===== src/rtl/usq_pkg.sv =====
package usq_pkg;

    localparam int AW       = 10;
    localparam int DEPTH    = 1 << AW;
    localparam int SRC_W    = 2;
    localparam int BRC_W    = 3;
    localparam int OG_W     = 3;
    localparam int IG_W     = 3;
    localparam int MISC_W   = 3;
    localparam int RSEL_W   = 2;
    localparam int ALU_W    = 4;
    localparam int UW       = SRC_W + BRC_W + 1 + OG_W + IG_W + MISC_W + RSEL_W + ALU_W + AW;
    localparam int CASE_W   = 2;
    localparam int CASE_LSB = 2;

    typedef logic [AW-1:0] uaddr_t;

    typedef enum logic [SRC_W-1:0] {
        SRC_SEQ    = 2'b00,
        SRC_DECODE = 2'b01,
        SRC_EXT    = 2'b10,
        SRC_TARGET = 2'b11
    } src_e;

    typedef enum logic [BRC_W-1:0] {
        BC_ALWAYS = 3'b000,
        BC_CON_LO = 3'b001,
        BC_CON_HI = 3'b010,
        BC_ZERO   = 3'b011,
        BC_NEG    = 3'b100,
        BC_NEVER  = 3'b101,
        BC_CASE   = 3'b110,
        BC_SPARE  = 3'b111
    } brc_e;

    typedef struct packed {
        src_e               src;
        brc_e               brc;
        logic               fin;
        logic [OG_W-1:0]    og;
        logic [IG_W-1:0]    ig;
        logic [MISC_W-1:0]  misc;
        logic [RSEL_W-1:0]  rsel;
        logic [ALU_W-1:0]   alu;
        uaddr_t             target;
    } uword_t;

    localparam uaddr_t FETCH_ENTRY = 10'd100;
    localparam uaddr_t EXC_ENTRY   = 10'd0;

    function automatic uaddr_t seq_addr(input uaddr_t a);
        return a + uaddr_t'(1);
    endfunction

    function automatic uaddr_t case_target(input uaddr_t base, input logic [CASE_W-1:0] sel);
        return base | (uaddr_t'(sel) << CASE_LSB);
    endfunction

    function automatic logic [UW-1:0] pack_word(input src_e s, input brc_e b, input logic f,
                                                input logic [ALU_W-1:0] alu, input uaddr_t t);
        uword_t w;
        w        = '0;
        w.src    = s;
        w.brc    = b;
        w.fin    = f;
        w.alu    = alu;
        w.target = t;
        return w;
    endfunction

    localparam int DEF_LEN = 6;

    localparam logic [DEF_LEN-1:0][AW-1:0] DEF_ADDR = {
        10'd202, 10'd201, 10'd200, 10'd102, 10'd101, 10'd100
    };

    localparam logic [DEF_LEN-1:0][UW-1:0] DEF_WORD = {
        pack_word(SRC_SEQ,    BC_NEVER,  1'b1, 4'd0, 10'd0),
        pack_word(SRC_SEQ,    BC_NEVER,  1'b0, 4'd1, 10'd0),
        pack_word(SRC_SEQ,    BC_NEVER,  1'b0, 4'd0, 10'd0),
        pack_word(SRC_DECODE, BC_ALWAYS, 1'b0, 4'd0, 10'd0),
        pack_word(SRC_SEQ,    BC_NEVER,  1'b0, 4'd0, 10'd0),
        pack_word(SRC_SEQ,    BC_NEVER,  1'b0, 4'd3, 10'd0)
    };

endpackage


===== src/rtl/usq_store.sv =====
module usq_store import usq_pkg::*; #(
    parameter int PROG_LEN = DEF_LEN,
    parameter logic [PROG_LEN-1:0][AW-1:0] PROG_ADDR = DEF_ADDR,
    parameter logic [PROG_LEN-1:0][UW-1:0] PROG_WORD = DEF_WORD
) (
    input  logic   clk,
    input  uaddr_t rd_addr,
    output uword_t word_q
);

    logic [PROG_LEN-1:0] hit;
    logic [UW-1:0]       rd_word;

    for (genvar g = 0; g < PROG_LEN; g++) begin : g_match
        assign hit[g] = (PROG_ADDR[g] == rd_addr);
    end

    always_comb begin
        rd_word = '0;
        for (int i = 0; i < PROG_LEN; i++) begin
            if (hit[i]) rd_word = rd_word | PROG_WORD[i];
        end
    end

    always_ff @(posedge clk) begin
        word_q <= uword_t'(rd_word);
    end

endmodule


===== src/rtl/usq_cond.sv =====
module usq_cond import usq_pkg::*; (
    input  brc_e brc,
    input  logic flag_con,
    input  logic flag_zero,
    input  logic flag_neg,
    output logic take,
    output logic is_case
);

    always_comb begin
        is_case = 1'b0;
        unique case (brc)
            BC_ALWAYS: take = 1'b1;
            BC_CON_LO: take = ~flag_con;
            BC_CON_HI: take = flag_con;
            BC_ZERO:   take = flag_zero;
            BC_NEG:    take = flag_neg;
            BC_CASE: begin
                take    = 1'b1;
                is_case = 1'b1;
            end
            default:   take = 1'b0;
        endcase
    end

endmodule


===== src/rtl/usq_next.sv =====
module usq_next import usq_pkg::*; (
    input  logic              rst,
    input  logic              exc_req,
    input  logic              fin,
    input  src_e              src,
    input  uaddr_t            target,
    input  logic              take,
    input  logic              is_case,
    input  uaddr_t            upc,
    input  uaddr_t            decode_addr,
    input  uaddr_t            ext_addr,
    input  logic [CASE_W-1:0] case_sel,
    output uaddr_t            nxt
);

    uaddr_t inc_addr;
    uaddr_t jump_addr;

    assign inc_addr = seq_addr(upc);

    always_comb begin
        unique case (src)
            SRC_SEQ:    jump_addr = inc_addr;
            SRC_DECODE: jump_addr = decode_addr;
            SRC_EXT:    jump_addr = ext_addr;
            default:    jump_addr = is_case ? case_target(target, case_sel) : target;
        endcase
    end

    always_comb begin
        if (rst)          nxt = FETCH_ENTRY;
        else if (exc_req) nxt = EXC_ENTRY;
        else if (fin)     nxt = FETCH_ENTRY;
        else if (take)    nxt = jump_addr;
        else              nxt = inc_addr;
    end

endmodule


===== src/rtl/usq_sequencer.sv =====
module usq_sequencer import usq_pkg::*; #(
    parameter int PROG_LEN = DEF_LEN,
    parameter logic [PROG_LEN-1:0][AW-1:0] PROG_ADDR = DEF_ADDR,
    parameter logic [PROG_LEN-1:0][UW-1:0] PROG_WORD = DEF_WORD
) (
    input  logic        clk,
    input  logic        rst,
    input  logic        exc_req,
    input  logic        flag_con,
    input  logic        flag_zero,
    input  logic        flag_neg,
    input  logic [9:0]  decode_addr,
    input  logic [9:0]  ext_addr,
    input  logic [1:0]  case_sel,
    output logic [9:0]  upc_o,
    output logic [1:0]  f_src,
    output logic [2:0]  f_brc,
    output logic        f_fin,
    output logic [2:0]  f_og,
    output logic [2:0]  f_ig,
    output logic [2:0]  f_misc,
    output logic [1:0]  f_rsel,
    output logic [3:0]  f_alu,
    output logic [9:0]  f_target
);

    uaddr_t upc_q;
    uaddr_t upc_d;
    uword_t cur;
    logic   take;
    logic   is_case;

    usq_store #(
        .PROG_LEN  (PROG_LEN),
        .PROG_ADDR (PROG_ADDR),
        .PROG_WORD (PROG_WORD)
    ) u_store (
        .clk     (clk),
        .rd_addr (upc_d),
        .word_q  (cur)
    );

    usq_cond u_cond (
        .brc       (cur.brc),
        .flag_con  (flag_con),
        .flag_zero (flag_zero),
        .flag_neg  (flag_neg),
        .take      (take),
        .is_case   (is_case)
    );

    usq_next u_next (
        .rst         (rst),
        .exc_req     (exc_req),
        .fin         (cur.fin),
        .src         (cur.src),
        .target      (cur.target),
        .take        (take),
        .is_case     (is_case),
        .upc         (upc_q),
        .decode_addr (decode_addr),
        .ext_addr    (ext_addr),
        .case_sel    (case_sel),
        .nxt         (upc_d)
    );

    always_ff @(posedge clk) begin
        if (rst) upc_q <= FETCH_ENTRY;
        else     upc_q <= upc_d;
    end

    assign upc_o    = upc_q;
    assign f_src    = cur.src;
    assign f_brc    = cur.brc;
    assign f_fin    = cur.fin;
    assign f_og     = cur.og;
    assign f_ig     = cur.ig;
    assign f_misc   = cur.misc;
    assign f_rsel   = cur.rsel;
    assign f_alu    = cur.alu;
    assign f_target = cur.target;

endmodule


===== config.mk =====
export PLATFORM = sky130hd
export DESIGN_NAME = usq_sequencer
export DESIGN_NICKNAME = d
export VERILOG_FILES = /design/src/rtl/usq_pkg.sv /design/src/rtl/usq_store.sv /design/src/rtl/usq_cond.sv /design/src/rtl/usq_next.sv /design/src/rtl/usq_sequencer.sv
export SDC_FILE = /design/constraint.sdc
export NUM_CORES = 1
export LEC_CHECK = 0
export ABC_CLOCK_PERIOD_IN_PS = 1850
export BUFFER_PORTS_ARGS = -buffer_cell sky130_fd_sc_hd__buf_2
export CAP_MARGIN = 20
export CORE_ASPECT_RATIO = 1.25
export CORE_MARGIN = 2
export CORE_UTILIZATION = 37
export DETAILED_ROUTE_END_ITERATION = 8
export PLACE_DENSITY = 0.75
export REMOVE_ABC_BUFFERS = 1
export SYNTH_ARGS = -nofsm -noshare
export SYNTH_HDL_FRONTEND = slang
export SYNTH_SLANG_ARGS = --single-unit

===== constraint.sdc =====
create_clock -name clk -period 1.85 [get_ports clk]
set_clock_uncertainty 0.05 [all_clocks]
set_input_delay 0.37 -clock clk [delete_from_list [all_inputs] [get_ports clk]]
set_output_delay 0.37 -clock clk [all_outputs]
set_load 0.1 [all_outputs]

==> flow_metrics.tcl, run 1 <==
set metrics [dict create \
    path_class "flip-flop to flip-flop" \
    antenna_left 0 \
    setup_viol 5 \
    rr_endpoint "u_store.word_q[29]" \
    cts_made_buffers 3 \
    synthDistinctLibCells 38 \
    fmax_mhz 474 \
    syn_area_um2 990 \
    syn_inst 112 \
    wire_per_inst_um 13.8 \
    stdcell_count 201 \
    gp_congestion 0.851 \
    tritoncts "built" \
    worstHoldStart "decode_addr[6]" \
    rr_worst_depth 7 \
    fp.dieW_um 50.3 \
    area_delta_synth_final_pct 43.0 \
    layout_common_cells "28 x buf_2, 27 x buf_4, 25 x conb_1" \
    path_delay_family "simple AND/OR/NAND/NOR gates" \
    slowest_stage "or4b_4" \
    placed_area_mm2 0.00123 \
    drt_iter0_markers 28 \
    num-nets-final 198 \
    drtPass1Iterations 4 \
    totalWireLength_um 2780 \
    crit_required_ns 2.01 \
    clkSlewWorstSetupHoldPaths_ns 0.09 \
    leakage_uw 0.000677 \
    grt_pass1_wl_um 3860 \
    coreArea_mm2 0.00248 \
    portBuffers 28 \
    dpl_worst_slack_ns -0.339 \
    max_stage_delay_ns 0.63 \
    min_delay_path_depth 2 \
    h-tree-depth 1 \
    top_usage_layer "met2" \
    ys_seq_area_share_pct 30.3 \
    cp-start-kind "flip-flop" \
    use_met2_pct 32.7 \
    antenna_found_initial 0 \
    whs_ns 0.314 \
    clock_path_buffers 2 \
    crit_fanout 5 \
    ys_warn_count 0 \
    powerDensity_mw_per_mm2 773 \
    stdcell_area_mm2 0.00142 \
    die_y_um 61.8 \
    drc 0 \
    crit_path_end_kind "flip-flop" \
    rsz0062_at_grt "yes" \
    path_buf_inv 0 \
    dp.cells 193 \
    drive_above_1_share_pct 52.4 \
    hold_viol 0 \
    insertion_delay_ns 0.30 \
    finalCriticalPeriod_ns 2.11 \
    timing.rr.start "upc_o[1]" \
    overflow 0 \
    initial_utilization_pct 39.9 \
    grt_usage_pct 17.1 \
    dr_total_vias 954 \
    ios 69 \
    synth_seq_cells 15 \
    r2r_slack_ns -0.26 \
    final_common_cell "buf_2" \
    antennaDiodeCount 0 \
    grtUsageMet3_pct 2.39 \
    drv_slew 0 \
    avgSynthCellArea_um2 8.84 \
    cts_root_buffer "clkbuf_4" \
    dieArea_mm2 0.00311 \
    violations "setup timing" \
    worst_ir_drop_vdd_v 0.000697 \
    hold_path_class "input port to flip-flop" \
    grt_pass1_vias 855 \
    period_share_pct 114 \
    hpwl_um 1890 \
    path_cells "ha_4 > nand3_4 > nor2_1 > xnor2_1 > a211oi_1 > or4b_4 > nor4_4" \
    grtUsageMet1_pct 17.7 \
    status "finished with violations" \
    rows 20 \
    worstHoldEndpoint "upc_o[6]" \
    crit_arrival_ns 2.27 \
    cap_violations 0 \
    fin_ws_ns -0.258 \
    via_per_inst 4.75 \
    grt_max_degree 9 \
    cp.depth 7 \
    clock_sinks 15 \
]
==> report_power, final <==
part / switching, µW / internal (µW) / total, µW
Sequential: 13.7 / 340 / 354
Clock: 113 / 84.2 / 197
Combinational: 453 / 90.6 / 543
==> metal layers <==
metal / vias up / wire [µm]
met1: 447 / 1020
met5: - / 0
met3: 7 / 155
met2: 47 / 1530
li1: 453 / -
met4: 0 / 76
==> Yosys cell counts (all sizes together) <==
cell type / number / area (µm²)
and3: 1 / 6.26
nor2: 8 / 30.0
dfxtp: 15 / 300
o221ai: 1 / 8.76
nand2: 5 / 18.8
and2: 1 / 7.51
or4: 1 / 7.51
mux2i: 1 / 10.0
nor4: 3 / 18.8
a2111oi: 1 / 15.0
o2111ai: 2 / 17.5
or2: 1 / 6.26
ha: 1 / 12.5
conb: 1 / 3.75
or3: 2 / 13.8
nand2b: 1 / 13.8
o21ai: 1 / 5.00
clkbuf: 1 / 5.00
nand3b: 1 / 7.51
o221a: 1 / 11.3
xnor2: 2 / 17.5
inv: 6 / 22.5
buf: 28 / 218
or4b: 1 / 13.8
a211oi: 5 / 37.5
a211o: 1 / 10.0
nand4: 4 / 25.0
xor2: 5 / 43.8
o211ai: 1 / 7.51
nand3: 4 / 30.0
and4: 1 / 10.0
or2b: 1 / 8.76
nor3: 3 / 20.0
a31oi: 1 / 6.26
==> cell type report <==
cell class              count  area, µm²
clock buffers               4       26.3
flip-flops and latches     15        309
multi-input cells          86        651
repair buffers             57        365
well taps                  33       41.3
fillers                   214       1060
inverters                   6       22.5
==> flip-flops by register name, summed over array words and instances, names as in the netlist <==
signal / cells
upc_o: 10
u_store.word_q: 5
==> stage by stage <==
step	setup TNS (ns)	utilization [%]	power, µW
after floorplan	-14.31	-	786
after global placement	-1.27	49.5	861
after detailed placement	-1.48	49.5	865
after CTS	-1.15	53.0	1070
after global routing	-1.46	57.1	1130
final	-1.06	57.1	1090
==> cells by family after synthesis <==
family	synth area share, %
XOR/XNOR	6.19
buffers and inverters	24.8
other	0.379
flip-flops	30.3
AO/OA/AOI/OAI	12.0
multiplexers	1.01
AND/OR/NAND/NOR	24.0
adder cells (fa/ha/maj)	1.26
==> how the worst max path moves through the flow <==
| stage | startpoint | end | slack, ns |
|---|---|---|---|
| global route | upc_o[1] | u_store.word_q[29] | -0.32 |
| global placement | upc_o[0] | u_store.word_q[11] | -0.29 |
| detailed placement | upc_o[0] | u_store.word_q[11] | -0.34 |
| finish | upc_o[1] | u_store.word_q[29] | -0.26 |
| CTS | upc_o[1] | u_store.word_q[11] | -0.27 |
| floorplan | u_store.word_q[26] | u_store.word_q[11] | -1.40 |
==> what timing repair did <==
action                                  CTS  global route
hold buffers                              0             0
gates resized for setup                  11            17
buffers inserted                          1             3
pin swaps                                 8             4
endpoints found under the hold margin     0             0
endpoints found under the setup margin    5             5
Note: power is estimated with default switching activity, not from simulation.
==> run 2, diff against run 1 <==
ABC_AREA = 1   (was not set)
CORE_UTILIZATION = 39   (was 37)
==> flow_metrics.tcl, run 2 <==
set metrics [dict create \
    grt_usage_pct 13.2 \
    stdcell_area_mm2 0.00127 \
    hpwl_um 1810 \
    totalWireLength_um 2160 \
    synth_edf_count 0 \
    ys_warn_count 0 \
    power.internal_uw 479 \
    max_stage_delay_ns 0.35 \
    drv_slew 0 \
    dieArea_mm2 0.00338 \
    crit_path_end_kind "flip-flop" \
    slowest_stage "dfxtp_1" \
    cts_made_buffers 3 \
    cp-start-kind "flip-flop" \
    gp_congestion 0.778 \
    fmax_mhz 587 \
    yosysMostFrequentCell "nand2_1" \
    grt_max_degree 18 \
    avgSynthCellArea_um2 6.53 \
    synth_seq_cells 15 \
    synth-compound-area-share_pct 6.46 \
    p_sw_share_pct 53.4 \
    antennaDiodeCount 0 \
    drive_above_1_share_pct 26.1 \
    ys_seq_area_share_pct 26.3 \
    cts_setup_buffers 0 \
    synth_async_sr_flop_share_pct 0 \
    num-nets-final 237 \
    synth_adder_area_share_pct 1.10 \
    hold_path_class "input port to flip-flop" \
    die_y_um 64.5 \
    p_sw_uw 548 \
    cts_root_buffer "clkbuf_4" \
    synth_xor_area_share_pct 0 \
    rr_worst_depth 11 \
    coreArea_mm2 0.00273 \
    rows 21 \
    setup_viol 0 \
    h-tree-depth 1 \
    tritoncts "built" \
    synth_top_area_share_pct 26.3 \
    syn_inst 175 \
    ys.flop_type "dfxtp_1" \
    period_share_pct 92.1 \
    cap_violations 0 \
    placed_area_mm2 0.00123 \
    crit_required_ns 2.03 \
    clock_sinks 15 \
    cts-resized-gates 0 \
    synthDistinctLibCells 22 \
    area_delta_synth_final_pct 10.8 \
    status "finished, final reports clean" \
    hold_viol 0 \
    synth_area_leader_cell "dfxtp_1" \
    synth_top_family_by_area "simple AND/OR/NAND/NOR gates" \
    drt_iter0_markers 30 \
    grt_pass1_vias 860 \
    layout_common_cells "42 x nand2_1, 28 x buf_2, 26 x inv_1" \
    via_per_inst 4.22 \
    min_delay_path_depth 3 \
    stdcell_count 241 \
    drc 0 \
    syn_area_mm2 0.00114 \
    powerDensity_mw_per_mm2 811 \
    yosys-top-cells-area "dfxtp_1 26%, buf_4 17%, nand2_1 14%" \
    path_class "flip-flop to flip-flop" \
    finalSetupTns_ns 0 \
    crit_arrival_ns 1.89 \
    wire_per_inst_um 8.95 \
    antenna_left 0 \
    p_clk_share_pct 18.0 \
    drtPass1Iterations 4 \
    synth-simple-area-share_pct 38.0 \
    initial_utilization_pct 41.8 \
    overflow 0 \
    crit_fanout 5 \
    dp.cells 237 \
    leakage_uw 0.000762 \
    seq_power_share_pct 34.6 \
    finalCriticalPeriod_ns 1.70 \
    synth_mux_area_share_pct 0 \
    largest_register_ffs 10 \
    hold_buffers 0 \
    fp.dieW_um 52.4 \
    pwr-share-comb_pct 47.4 \
    final_common_cell "nand2_1" \
    portBuffers 28 \
    antenna_found_initial 0 \
    synth_commonest_cells "42 x nand2_1, 26 x buf_4, 26 x inv_1" \
    clkSlewWorstSetupHoldPaths_ns 0.09 \
    worst_ir_drop_vdd_v 0.000470 \
    grt_pass1_wl_um 3410 \
    dr_total_vias 1018 \
    ios 69 \
    path_cells "ha_2 > nand3_2 > nor2_2 > nand3_1 > nand2_1 > nand3_1 > nand2_1 > nand3_1 > nor2_4 > nor2_2 > nand2_1" \
    insertion_delay_ns 0.28 \
    clock_path_buffers 2 \
]
run 2: changes by cell type in the layout (fill, tap and decap cells not counted), sizes merged, moves of 3 or more:
cell,change
nand3,+11
a21oi,+3
a211oi,-5
buf,-26
nor3,-3
nor2,+17
nand2,+42
inv,+23
nor4,-3
o21ai,+4
xor2,-5
run 2: final timing paths:
kind	start	to	slack, ns
setup reg to reg	upc_o[1]	u_store.word_q[26]	0.15
setup / recovery	upc_o[1]	u_store.word_q[26]	0.15
hold reg to reg	upc_o[7]	upc_o[7]	0.62
hold / removal	decode_addr[0]	upc_o[0]	0.40
run 2: power by group through the flow:
stage | registers, µW | logic, µW | clock network [µW]
after floorplan | 501 | 296 | 0
after global placement | 362 | 484 | 0
after detailed placement | 362 | 486 | 0
after CTS | 355 | 486 | 191
after global routing | 358 | 508 | 203
final | 355 | 487 | 185
run 2: cell type report:
type	instances	area (µm²)
Clock buffer	4	26.3
Inverter	29	109
Tap cell	34	42.5
Timing Repair Buffer	31	163
Fill cell	304	1470
Multi-Input combinational cell	128	626
Sequential cell	15	300
run 2: cells by family after synthesis:
group | count (synthesis)
AO/OA/AOI/OAI | 9
AND/OR/NAND/NOR | 93
flip-flops | 15
adder cells (fa/ha/maj) | 1
buffers and inverters | 56
other | 1
run 2: metrics by stage:
| step | hold WS [ns] | utilization (%) | setup WS [ns] | total power (µW) |
|---|---|---|---|---|
| 3_3_place_gp | 0.603 | 45.0 | 0.148 | 846 |
| 5_1_grt | 0.418 | 46.3 | -0.00106 | 1070 |
| 6_report | 0.396 | 46.3 | 0.147 | 1030 |
| 2_1_floorplan | 0.560 | - | -1.13 | 797 |
| 4_1_cts | 0.388 | 45.9 | 0.0854 | 1030 |
| 3_5_place_dp | 0.608 | 45.0 | 0.106 | 848 |
run 2: metal layers:
metal	routed length (µm)	up-vias	share of wire (%)	GRT usage [%]
li1	-	544	-	-
met3	101	4	4.7	2.30
met4	24	0	1.1	4.81
met2	1160	25	54	24.7
met1	871	445	40	14.2
met5	0	-	0	0
run 2: critical path: cells and delay by family, from the launching register on:
| kind | cells | cell delay (ns) |
|---|---|---|
| and+or+nand+nor | 10 | 1.02 |
| DFF | 1 | 0.35 |
| adders and majority gates | 1 | 0.23 |
==> run 3, diff against run 2 <==
CORE_MARGIN = 1   (was 2)
SLEW_MARGIN = 10   (was not set)
==> flow_metrics.tcl, run 3 (synthesis gave the netlist of run 2 again) <==
set metrics [dict create \
    status "finished, final reports clean" \
    via_per_inst 4.26 \
    fmax_mhz 590 \
    crit_arrival_ns 1.28 \
    final_common_cell "nand2_1" \
    coreArea_mm2 0.00273 \
    initial_utilization_pct 41.8 \
    p_sw_uw 553 \
    largest_register_ffs 10 \
    worstHoldEndpoint "upc_o[0]" \
    max_stage_delay_ns 0.43 \
    path_delay_family "buffers and inverters" \
    antennaDiodeCount 0 \
    worstHoldStart "decode_addr[0]" \
    min_delay_path_depth 3 \
    dieArea_mm2 0.00315 \
    insertion_delay_ns 0.28 \
    clock_path_buffers 2 \
    path_buf_inv 2 \
    layout_common_cells "42 x nand2_1, 28 x buf_2, 26 x inv_1" \
    overflow 0 \
    grt_pass1_wl_um 3380 \
    grt_pass1_vias 874 \
    fin_util_pct 47.2 \
    power.internal_uw 481 \
    slowest_stage "buf_2" \
    die_y_um 62.5 \
    rr_endpoint "u_store.word_q[26]" \
    p_total_uw 1030 \
    hold_path_class "input port to flip-flop" \
    timing.rr.start "upc_o[0]" \
    rows 21 \
    setup_viol 0 \
    leakage_uw 0.000768 \
    clkSlewWorstSetupHoldPaths_ns 0.09 \
    hold_viol 0 \
    crit_required_ns 1.43 \
    num-nets-final 238 \
    pwr-share-comb_pct 47.4 \
    r2r_slack_ns 0.18 \
    cts_made_buffers 3 \
    rr_worst_depth 11 \
    path_class "flip-flop to output port" \
    p_clk_share_pct 18.3 \
    cts_root_buffer "clkbuf_4" \
    p_sw_share_pct 53.5 \
    period_share_pct 91.6 \
    wire_per_inst_um 8.81 \
    worst_ir_drop_vdd_v 0.000458 \
    finalCriticalPeriod_ns 1.70 \
    crit_path_end_kind "output port" \
    antenna_found_initial 0 \
    drive_above_1_share_pct 26.4 \
    drt_iter0_markers 27 \
    fp.dieW_um 50.4 \
    hpwl_um 1730 \
    area_delta_synth_final_pct 12.8 \
    grt_max_degree 18 \
    dp.cells 238 \
    path_cells "buf_4 > buf_2" \
    crit_fanout 8 \
    totalWireLength_um 2130 \
    cp-start-kind "flip-flop" \
    tritoncts "built" \
    antenna_left 0 \
    drtPass1Iterations 5 \
    drc 0 \
    grt_usage_pct 13.7 \
    dpl_worst_slack_ns 0.125 \
    powerDensity_mw_per_mm2 803 \
    dr_total_vias 1031 \
    ios 69 \
    rsz0062_at_grt "no" \
    drv_slew 0 \
    whs_ns 0.404 \
    clock_sinks 15 \
    cap_violations 0 \
    h-tree-depth 1 \
    portBuffers 28 \
    stdcell_count 242 \
    fin_ws_ns 0.155 \
    seq_power_share_pct 34.4 \
    gp_congestion 0.755 \
]
[run 3: cell count changes in the layout (fill, tap and decap cells not counted)]
cell	change
ha_4	+1
o21ai_1	+1
o21ai_0	-1
ha_2	-1
nor2_4	+1
nor2_2	-1
buf_4	+1
[run 3: worst max path at each step]
stage	from	end	slack [ns]	depth (start not counted)
floorplan	u_store.word_q[26]	u_store.word_q[26]	-1.13	10
global placement	upc_o[0]	u_store.word_q[26]	0.14	10
detailed placement	upc_o[0]	u_store.word_q[26]	0.13	10
CTS	upc_o[0]	u_store.word_q[26]	0.1	11
global route	upc_o[0]	u_store.word_q[26]	0.01	11
finish	upc_o[0]	upc_o[0]	0.15	2
[run 3: power groups by stage]
stage | sequential (µW) | combinational [µW] | clock [µW]
final | 356 | 490 | 189
after CTS | 355 | 487 | 186
after global placement | 362 | 485 | 0
after detailed placement | 362 | 487 | 0
after global routing | 360 | 511 | 203
after floorplan | 501 | 296 | 0
[run 3: what timing repair did]
action / CTS / global route
setup buffers: 0 / 0
endpoints found under the setup margin: 0 / 2
resized for setup: 0 / 5
hold buffers: 0 / 0
[run 3: per-stage QoR]
stage               setup TNS (ns)  instance area [µm²]
finish                           0                 1290
global route                     0                 1290
CTS                              0                 1260
detailed placement               0                 1240
global placement                 0                 1240
floorplan                   -12.50                 1020
[run 3: routing by layer]
| layer | routed length, µm | global-route usage [%] |
|---|---|---|
| met5 | 0 | 0 |
| met3 | 70 | 2.19 |
| met1 | 873 | 14.5 |
| met2 | 1150 | 26.3 |
| met4 | 33 | 4.17 |
[run 3: final cells by class]
class                   instances  area (µm²)
clock buffers                   4        26.3
fillers                       297        1440
inverters                      29         109
multi-input cells             128         641
flip-flops and latches         15         300
well taps                      34        42.5
repair buffers                 32         170
[run 3: worst reg2reg max path, stage by stage (launching register included)]
cell,delay (ns)
dfxtp_1,0.39
ha_4,0.18
nand3_2,0.11
nor2_4,0.13
nand2_1,0.05
nand2_1,0.08
nand2_2,0.06
a21oi_4,0.22
nand3_1,0.14
nor2_1,0.11
nor2_1,0.05
nand2_1,0.05
